File: config.mk
export PLATFORM = sky130hd
export DESIGN_NAME = dbg_trig_unit
export DESIGN_NICKNAME = d
export VERILOG_FILES = /design/src/rtl/dbg_trig_pkg.sv /design/src/rtl/dbg_trig_regs.sv /design/src/rtl/dbg_trig_mcmp.sv /design/src/rtl/dbg_trig_cond.sv /design/src/rtl/dbg_trig_seq.sv /design/src/rtl/dbg_trig_unit.sv
export SDC_FILE = /design/constraint.sdc
export NUM_CORES = 1
export LEC_CHECK = 0
export BUFFER_PORTS_ARGS = -buffer_cell sky130_fd_sc_hd__buf_4
export CAP_MARGIN = 10
export CORE_MARGIN = 8
export CORE_UTILIZATION = 45
export DETAILED_ROUTE_END_ITERATION = 8
export MAX_ROUTING_LAYER = met4
export PLACE_DENSITY_LB_ADDON = 0.2
export SLEW_MARGIN = 40
export SYNTH_ARGS = -nofsm -noshare
export SYNTH_HDL_FRONTEND = slang
export SYNTH_SLANG_ARGS = --single-unit
File: constraint.sdc
create_clock -name clk -period 3.3 [get_ports clk]
set_input_delay 0.33 -clock clk [delete_from_list [all_inputs] [get_ports clk]]
set_output_delay 0.33 -clock clk [all_outputs]
set_load 0.01 [all_outputs]
File: src/rtl/dbg_trig_pkg.sv
package dbg_trig_pkg;
  localparam int NREG  = 6;
  localparam int IDX_W = 3;
  localparam int CTL_W = 9;
  // register indices
  localparam int RI_LO    = 0;
  localparam int RI_HI    = 1;
  localparam int RI_DVAL  = 2;
  localparam int RI_DMASK = 3;
  localparam int RI_PVAL  = 4;
  localparam int RI_PMASK = 5;
  // control bits
  localparam int CB_TWO  = 0;
  localparam int CB_ACT  = 1;
  localparam int CB_OUT  = 2;
  localparam int CB_L1   = 3;
  localparam int CB_L2   = 6;

  typedef struct packed {
    logic pc;
    logic data;
    logic addr;
  } cond_vec_t;

  typedef enum logic {ST_IDLE = 1'b0, ST_ARMED = 1'b1} seq_state_e;
endpackage

File: src/rtl/dbg_trig_regs.sv
module dbg_trig_regs
  import dbg_trig_pkg::*;
#(
  parameter int W = 32
) (
  input  logic                clk,
  input  logic                rst,
  input  logic                dbg_we,
  input  logic [IDX_W-1:0]    dbg_idx,
  input  logic [W-1:0]        dbg_wdata,
  input  logic                sup_we,
  input  logic [IDX_W-1:0]    sup_idx,
  input  logic [W-1:0]        sup_wdata,
  output logic [NREG*W-1:0]   rf_flat,
  output logic                wr_hit
);
  logic [W-1:0] rf [NREG];

  for (genvar i = 0; i < NREG; i++) begin : g_reg
    always_ff @(posedge clk) begin
      if (rst)
        rf[i] <= '0;
      else if (dbg_we && dbg_idx == IDX_W'(i))
        rf[i] <= dbg_wdata;
      else if (sup_we && sup_idx == IDX_W'(i))
        rf[i] <= sup_wdata;
    end
    assign rf_flat[i*W +: W] = rf[i];
  end

  assign wr_hit = (dbg_we && dbg_idx < IDX_W'(NREG)) ||
                  (sup_we && sup_idx < IDX_W'(NREG));

  // debug channel wins a same-index collision
  a_r3_debug_wins: assert property (@(posedge clk) disable iff (rst)
    (dbg_we && sup_we && dbg_idx == sup_idx && dbg_idx < IDX_W'(NREG))
      |=> rf[$past(dbg_idx)] == $past(dbg_wdata));

  // writes to unused indices leave the file unchanged
  a_r2_spare_idx_ignored: assert property (@(posedge clk) disable iff (rst)
    (!(dbg_we && dbg_idx < IDX_W'(NREG)) && !(sup_we && sup_idx < IDX_W'(NREG)))
      |=> $stable(rf_flat));
endmodule

File: src/rtl/dbg_trig_mcmp.sv
module dbg_trig_mcmp #(
  parameter int W = 32
) (
  input  logic [W-1:0] obs,
  input  logic [W-1:0] ref_v,
  input  logic [W-1:0] mask,
  output logic         hit
);
  assign hit = ((obs ^ ref_v) & mask) == '0;
endmodule

File: src/rtl/dbg_trig_cond.sv
module dbg_trig_cond
  import dbg_trig_pkg::*;
#(
  parameter int W = 32
) (
  input  logic [NREG*W-1:0] rf_flat,
  input  logic              outside,
  input  logic              bus_valid,
  input  logic [W-1:0]      bus_addr,
  input  logic [W-1:0]      bus_data,
  input  logic [W-1:0]      pc,
  output cond_vec_t         hits
);
  localparam int NMASKED = 2;

  logic [W-1:0] rf    [NREG];
  logic [W-1:0] obs_m [NMASKED];
  logic [NMASKED-1:0] mhit;
  logic in_win;

  for (genvar k = 0; k < NREG; k++) begin : g_unpack
    assign rf[k] = rf_flat[k*W +: W];
  end

  assign obs_m[0] = bus_data;
  assign obs_m[1] = pc;

  for (genvar g = 0; g < NMASKED; g++) begin : g_mcmp
    dbg_trig_mcmp #(.W(W)) u_cmp (
      .obs   (obs_m[g]),
      .ref_v (rf[RI_DVAL + 2*g]),
      .mask  (rf[RI_DVAL + 2*g + 1]),
      .hit   (mhit[g])
    );
  end

  assign in_win = (bus_addr >= rf[RI_LO]) && (bus_addr <= rf[RI_HI]);

  always_comb begin
    hits.addr = bus_valid && (in_win ^ outside);
    hits.data = bus_valid && mhit[0];
    hits.pc   = bus_valid && mhit[1];
  end
endmodule

File: src/rtl/dbg_trig_seq.sv
module dbg_trig_seq
  import dbg_trig_pkg::*;
(
  input  logic      clk,
  input  logic      rst,
  input  logic      clr,
  input  logic      two_level,
  input  logic      act_irq,
  input  cond_vec_t en1,
  input  cond_vec_t en2,
  input  cond_vec_t hits,
  output logic      halt_req,
  output logic      irq_req,
  output logic      armed
);
  seq_state_e st_q, st_d;
  logic fire_d;
  logic lvl1, lvl2;

  function automatic logic lvl_match(cond_vec_t en, cond_vec_t h);
    return (en != '0) && ((h & en) == en);
  endfunction

  assign lvl1 = lvl_match(en1, hits);
  assign lvl2 = lvl_match(en2, hits);

  always_comb begin
    st_d   = st_q;
    fire_d = 1'b0;
    if (clr) begin
      st_d = ST_IDLE;
    end else if (!two_level) begin
      st_d   = ST_IDLE;
      fire_d = lvl1;
    end else if (st_q == ST_IDLE) begin
      if (lvl1) st_d = ST_ARMED;
    end else if (lvl2) begin
      st_d   = ST_IDLE;
      fire_d = 1'b1;
    end
  end

  always_ff @(posedge clk) begin
    if (rst) begin
      st_q     <= ST_IDLE;
      halt_req <= 1'b0;
      irq_req  <= 1'b0;
    end else begin
      st_q     <= st_d;
      halt_req <= fire_d && !act_irq;
      irq_req  <= fire_d && act_irq;
    end
  end

  assign armed = (st_q == ST_ARMED);

  // at most one request line active
  a_r10_one_request: assert property (@(posedge clk) disable iff (rst)
    $onehot0({halt_req, irq_req}));

  // clear or write empties the sequencer
  a_r11_clear_idles: assert property (@(posedge clk) disable iff (rst)
    clr |=> (!armed && !halt_req && !irq_req));

  // single-level mode never arms
  a_r8_single_no_arm: assert property (@(posedge clk) disable iff (rst)
    !two_level |=> !armed);

  // in two-level mode a trigger needs a prior arm
  a_r9_needs_arm: assert property (@(posedge clk) disable iff (rst)
    (two_level && !armed) |=> (!halt_req && !irq_req));
endmodule

File: src/rtl/dbg_trig_unit.sv
module dbg_trig_unit
  import dbg_trig_pkg::*;
#(
  parameter int W = 32
) (
  input  logic             clk,
  input  logic             rst,
  input  logic             dbg_we,
  input  logic [IDX_W-1:0] dbg_idx,
  input  logic [W-1:0]     dbg_wdata,
  input  logic             sup_we,
  input  logic [IDX_W-1:0] sup_idx,
  input  logic [W-1:0]     sup_wdata,
  input  logic [CTL_W-1:0] ctl,
  input  logic             seq_clr,
  input  logic             bus_valid,
  input  logic [W-1:0]     bus_addr,
  input  logic [W-1:0]     bus_data,
  input  logic [W-1:0]     pc,
  output logic             halt_req,
  output logic             irq_req,
  output logic             armed
);
  logic [NREG*W-1:0] rf_flat;
  logic              wr_hit;
  cond_vec_t         hits;

  dbg_trig_regs #(.W(W)) u_regs (
    .clk       (clk),
    .rst       (rst),
    .dbg_we    (dbg_we),
    .dbg_idx   (dbg_idx),
    .dbg_wdata (dbg_wdata),
    .sup_we    (sup_we),
    .sup_idx   (sup_idx),
    .sup_wdata (sup_wdata),
    .rf_flat   (rf_flat),
    .wr_hit    (wr_hit)
  );

  dbg_trig_cond #(.W(W)) u_cond (
    .rf_flat   (rf_flat),
    .outside   (ctl[CB_OUT]),
    .bus_valid (bus_valid),
    .bus_addr  (bus_addr),
    .bus_data  (bus_data),
    .pc        (pc),
    .hits      (hits)
  );

  dbg_trig_seq u_seq (
    .clk       (clk),
    .rst       (rst),
    .clr       (seq_clr || wr_hit),
    .two_level (ctl[CB_TWO]),
    .act_irq   (ctl[CB_ACT]),
    .en1       (cond_vec_t'(ctl[CB_L1 +: 3])),
    .en2       (cond_vec_t'(ctl[CB_L2 +: 3])),
    .hits      (hits),
    .halt_req  (halt_req),
    .irq_req   (irq_req),
    .armed     (armed)
  );

  // an unqualified cycle can neither fire nor arm
  a_r12_valid_gate: assert property (@(posedge clk) disable iff (rst)
    (!bus_valid && !armed) |=> (!armed && !halt_req && !irq_req));
endmodule

==> flow_summary.toml <==
[timing]
fin_crit_ns = 2.91
grt_setup_unrepaired = "false"
min_period_over_period = 0.883
setup_slack_ns = 0.386
clock_skew_ns = 0.00776
fmax_mhz = 343
final.setup.tns_ns = 0
setup_viol = 0
hold_viol = 0
tightest_slew_ns = 0.599
drv_slew = 0
slew_headroom = 0.597

[die]
fp.dieW_um = 169
dieHeight_um = 169
rows = 56
io_pins = 184
start_util = 0.454
dieArea_um2 = 28700
core_um2 = 23300

[setup_path]
endpoint_kind = "register"
cp.arrival_ns = 3.26
crit_fanout = 4
worstPathRequired_ns = 3.65
startpoint_type = "register"
path_class = "register to register"

[synthesis]
synth_compound_area_frac = 0.223
synth_fa_ha_area_frac = 0.0757
async_flop_share = 0
ys_warn_count = 0
synthFlopType = "edfxtp_1"
synth_xor_area_frac = 0.0530
seq_area_frac_synth = 0.551
yosys.area_share.simple = 0.0585
syn_area_um2 = 10600
netlist-cell-type-count = 49
syn_nets = 1071
avgSynthCellArea_um2 = 12.8
synth_top_family_by_area = "compound AO/OA/AOI/OAI gates"
synthMuxAreaShare = 0.00213
synth_edf_count = 192
syn-instance-count = 826
ys_ff_latch = 195

[power]
switching_share = 0.257
pwr-share-clk = 0.347
ir_worst_vdd_v = 0.000362
intPower_w = 0.00444
seqPwrFrac = 0.502
netSwitchingPower_w = 0.00154
p_leak_nw = 5.33
p_per_area_nw_per_um2 = 459
p_comb_frac = 0.151

[finish]
drive_gt1_frac = 0.257
seq_area_um2 = 5830
multi_input_area_um2 = 4420
syn2layout_area_growth_pct = 23.1
nFillCells = 2019
final_util = 0.560
layout.nets = 1259

[clock_network]
cts_buffer_depth = 2
clkSinkCount = 195
cts_made_buffers = 17
post_cts_resized = 0
clock_latency_ns = 0.43
htree_levels = 4
cts_root_buf = "clkbuf_16"
post_cts_buffers = 0
clkTransAtPathRegs_ns = 0.08
hold_buffers = 0
cts_tree = "yes"

[placed_design]
dp_slack_ns = 0.384
place.detailed.hpwl_um = 24100
gp_congestion = 0.901
io_buffers = 183

[routing]
vias_per_cell = 6.04
drt_iter0_drc = 742
drc = 0
num_vias = 8135
firstDrtPassIters = 7
wirelength_um = 34200
antenna_left = 0
wl_per_cell_um = 25.4

[grt]
grt_pass1_wl_um = 49800
antenna_found_initial = 1
grt_max_degree = 33
grt_overflow = 0
grt_use_total = 0.243
grt_pass1_vias = 8012

[worst_hold_path]
hold_path.class = "primary input to register"

[status]
outcome = "finished clean"

[run]
cap_viol_max_count = 0
## worst max-delay path: stages, from the launching register on
cell,delay (ns)
edfxtp_1,0.39
inv_1,0.08
ha_1,0.23
a21oi_1,0.17
o21ai_0,0.12
a221oi_1,0.55
buf_4,0.21
a31oi_1,0.11
o21ai_2,0.27
mux2i_4,0.35
o21ai_2,0.10
a221oi_2,0.24
## power groups by stage
stage	combinational (W)	sequential, W	clock (W)
3_3_place_gp	0.000886	0.00305	0
6_report	0.000904	0.00300	0.00207
4_1_cts	0.000903	0.00300	0.00208
2_1_floorplan	0.000421	0.00303	0
5_1_grt	0.000982	0.00301	0.00218
3_5_place_dp	0.000898	0.00305	0
## cells in the mapped netlist (2+ instances only)
cell type    n  area share
a21boi_0     4      0.0028
a21o_1       3      0.0021
a21oi_1     24       0.011
a221oi_1     9      0.0075
a222oi_1     2      0.0019
a22o_1     196        0.16
a22oi_1     20       0.014
a31oi_1      2      0.0012
and2_1       2      0.0012
and3_1       2      0.0012
and4_1       4      0.0033
clkbuf_1    37       0.013
dfxtp_1      3      0.0057
edfxtp_1   192        0.55
ha_1        64       0.076
inv_1       66       0.023
nand2_1     26      0.0092
nand2b_1     7      0.0041
nand3_1      5      0.0024
nand4_1     13      0.0077
nand4_2      2      0.0024
nor2_1      17      0.0060
nor2b_1      2      0.0012
nor3_1      14      0.0066
nor4_1       3      0.0018
o211ai_1     2      0.0014
o21ai_0     12      0.0057
o21ai_2      2      0.0017
or2_2        3      0.0018
or3_1        6      0.0036
xor2_1      64       0.053
## stage by stage
step | cells | hold slack (ns) | area [um^2] | power [W]
global route | 1347 | 0.0583 | 13000 | 0.00617
detailed placement | 1314 | 0.507 | 12400 | 0.00395
CTS | 1346 | 0.0489 | 13000 | 0.00598
global placement | 1314 | 0.508 | 12400 | 0.00393
finish | 1347 | 0.0612 | 13000 | 0.00597
floorplan | 826 | 0.399 | 10600 | 0.00345
## final timing paths
path | startpoint | end | slack [ns] | cells past startpoint
setup reg to reg | u_regs.rf[0][7]$_DFFE_PP_ | u_seq.armed$_SDFF_PP0_ | 0.39 | 11
setup / recovery | u_regs.rf[0][7]$_DFFE_PP_ | u_seq.armed$_SDFF_PP0_ | 0.39 | 11
hold / removal | ctl[1] | u_seq.halt_req$_SDFF_PP0_ | 0.06 | 2
hold reg to reg | u_seq.armed$_SDFF_PP0_ | u_seq.armed$_SDFF_PP0_ | 0.54 | 2
## cells in the final DEF, fill, tap and decap left out, types with 3 or more instances in the layout
master and count:
or2_2 3, nor3_2 6, nand3_1 5, nor4_2 4, a21boi_0 4, inv_6 6, buf_4 206, clkbuf_16 17
and4_1 4, nor3_1 8, xor2_1 64, dfxtp_1 3, or3_1 6, inv_1 66, nand2b_1 7, nor2_2 3
a22oi_1 20, nand2_1 26, clkinvlp_4 3, a221oi_1 9, nor2_1 14, ha_1 64, nand4_1 13, a21o_1 3
o21ai_0 12, a21oi_1 24, a22o_1 196, edfxtp_1 192
## state kept, by name, indices dropped and copies added, names as in the netlist
name            flops
u_regs.rf         192
u_seq.irq_req       1
u_seq.halt_req      1
u_seq.armed         1
## per-layer routing
metal / vias to the layer above / global-route usage / wire, um
met3: 25 / 0.0456 / 2830
met5: - / - / 0
li1: 3658 / - / -
met2: 440 / 0.377 / 16000
met1: 4012 / 0.324 / 15000
met4: 0 / 0.0604 / 486
## area by class of cell
| cell class | count | area share |
|---|---|---|
| diodes | 1 | 0.000192 |
| repair buffers | 206 | 0.119 |
| well taps | 319 | 0.0307 |
| clock buffers | 18 | 0.0330 |
| inverters | 66 | 0.0190 |
| multi-input cells | 528 | 0.339 |
| flip-flops and latches | 195 | 0.448 |
| clock inverters | 14 | 0.0114 |
## cells by family after synthesis
family	count (synthesis)
muxes	1
buffers and inverters	103
and+or+nand+nor	111
xor gates and xnor gates	64
DFF	195
AOI/OAI and AO/OA	288
adders and majority gates	64
Note: power is estimated with default switching activity, not from simulation.
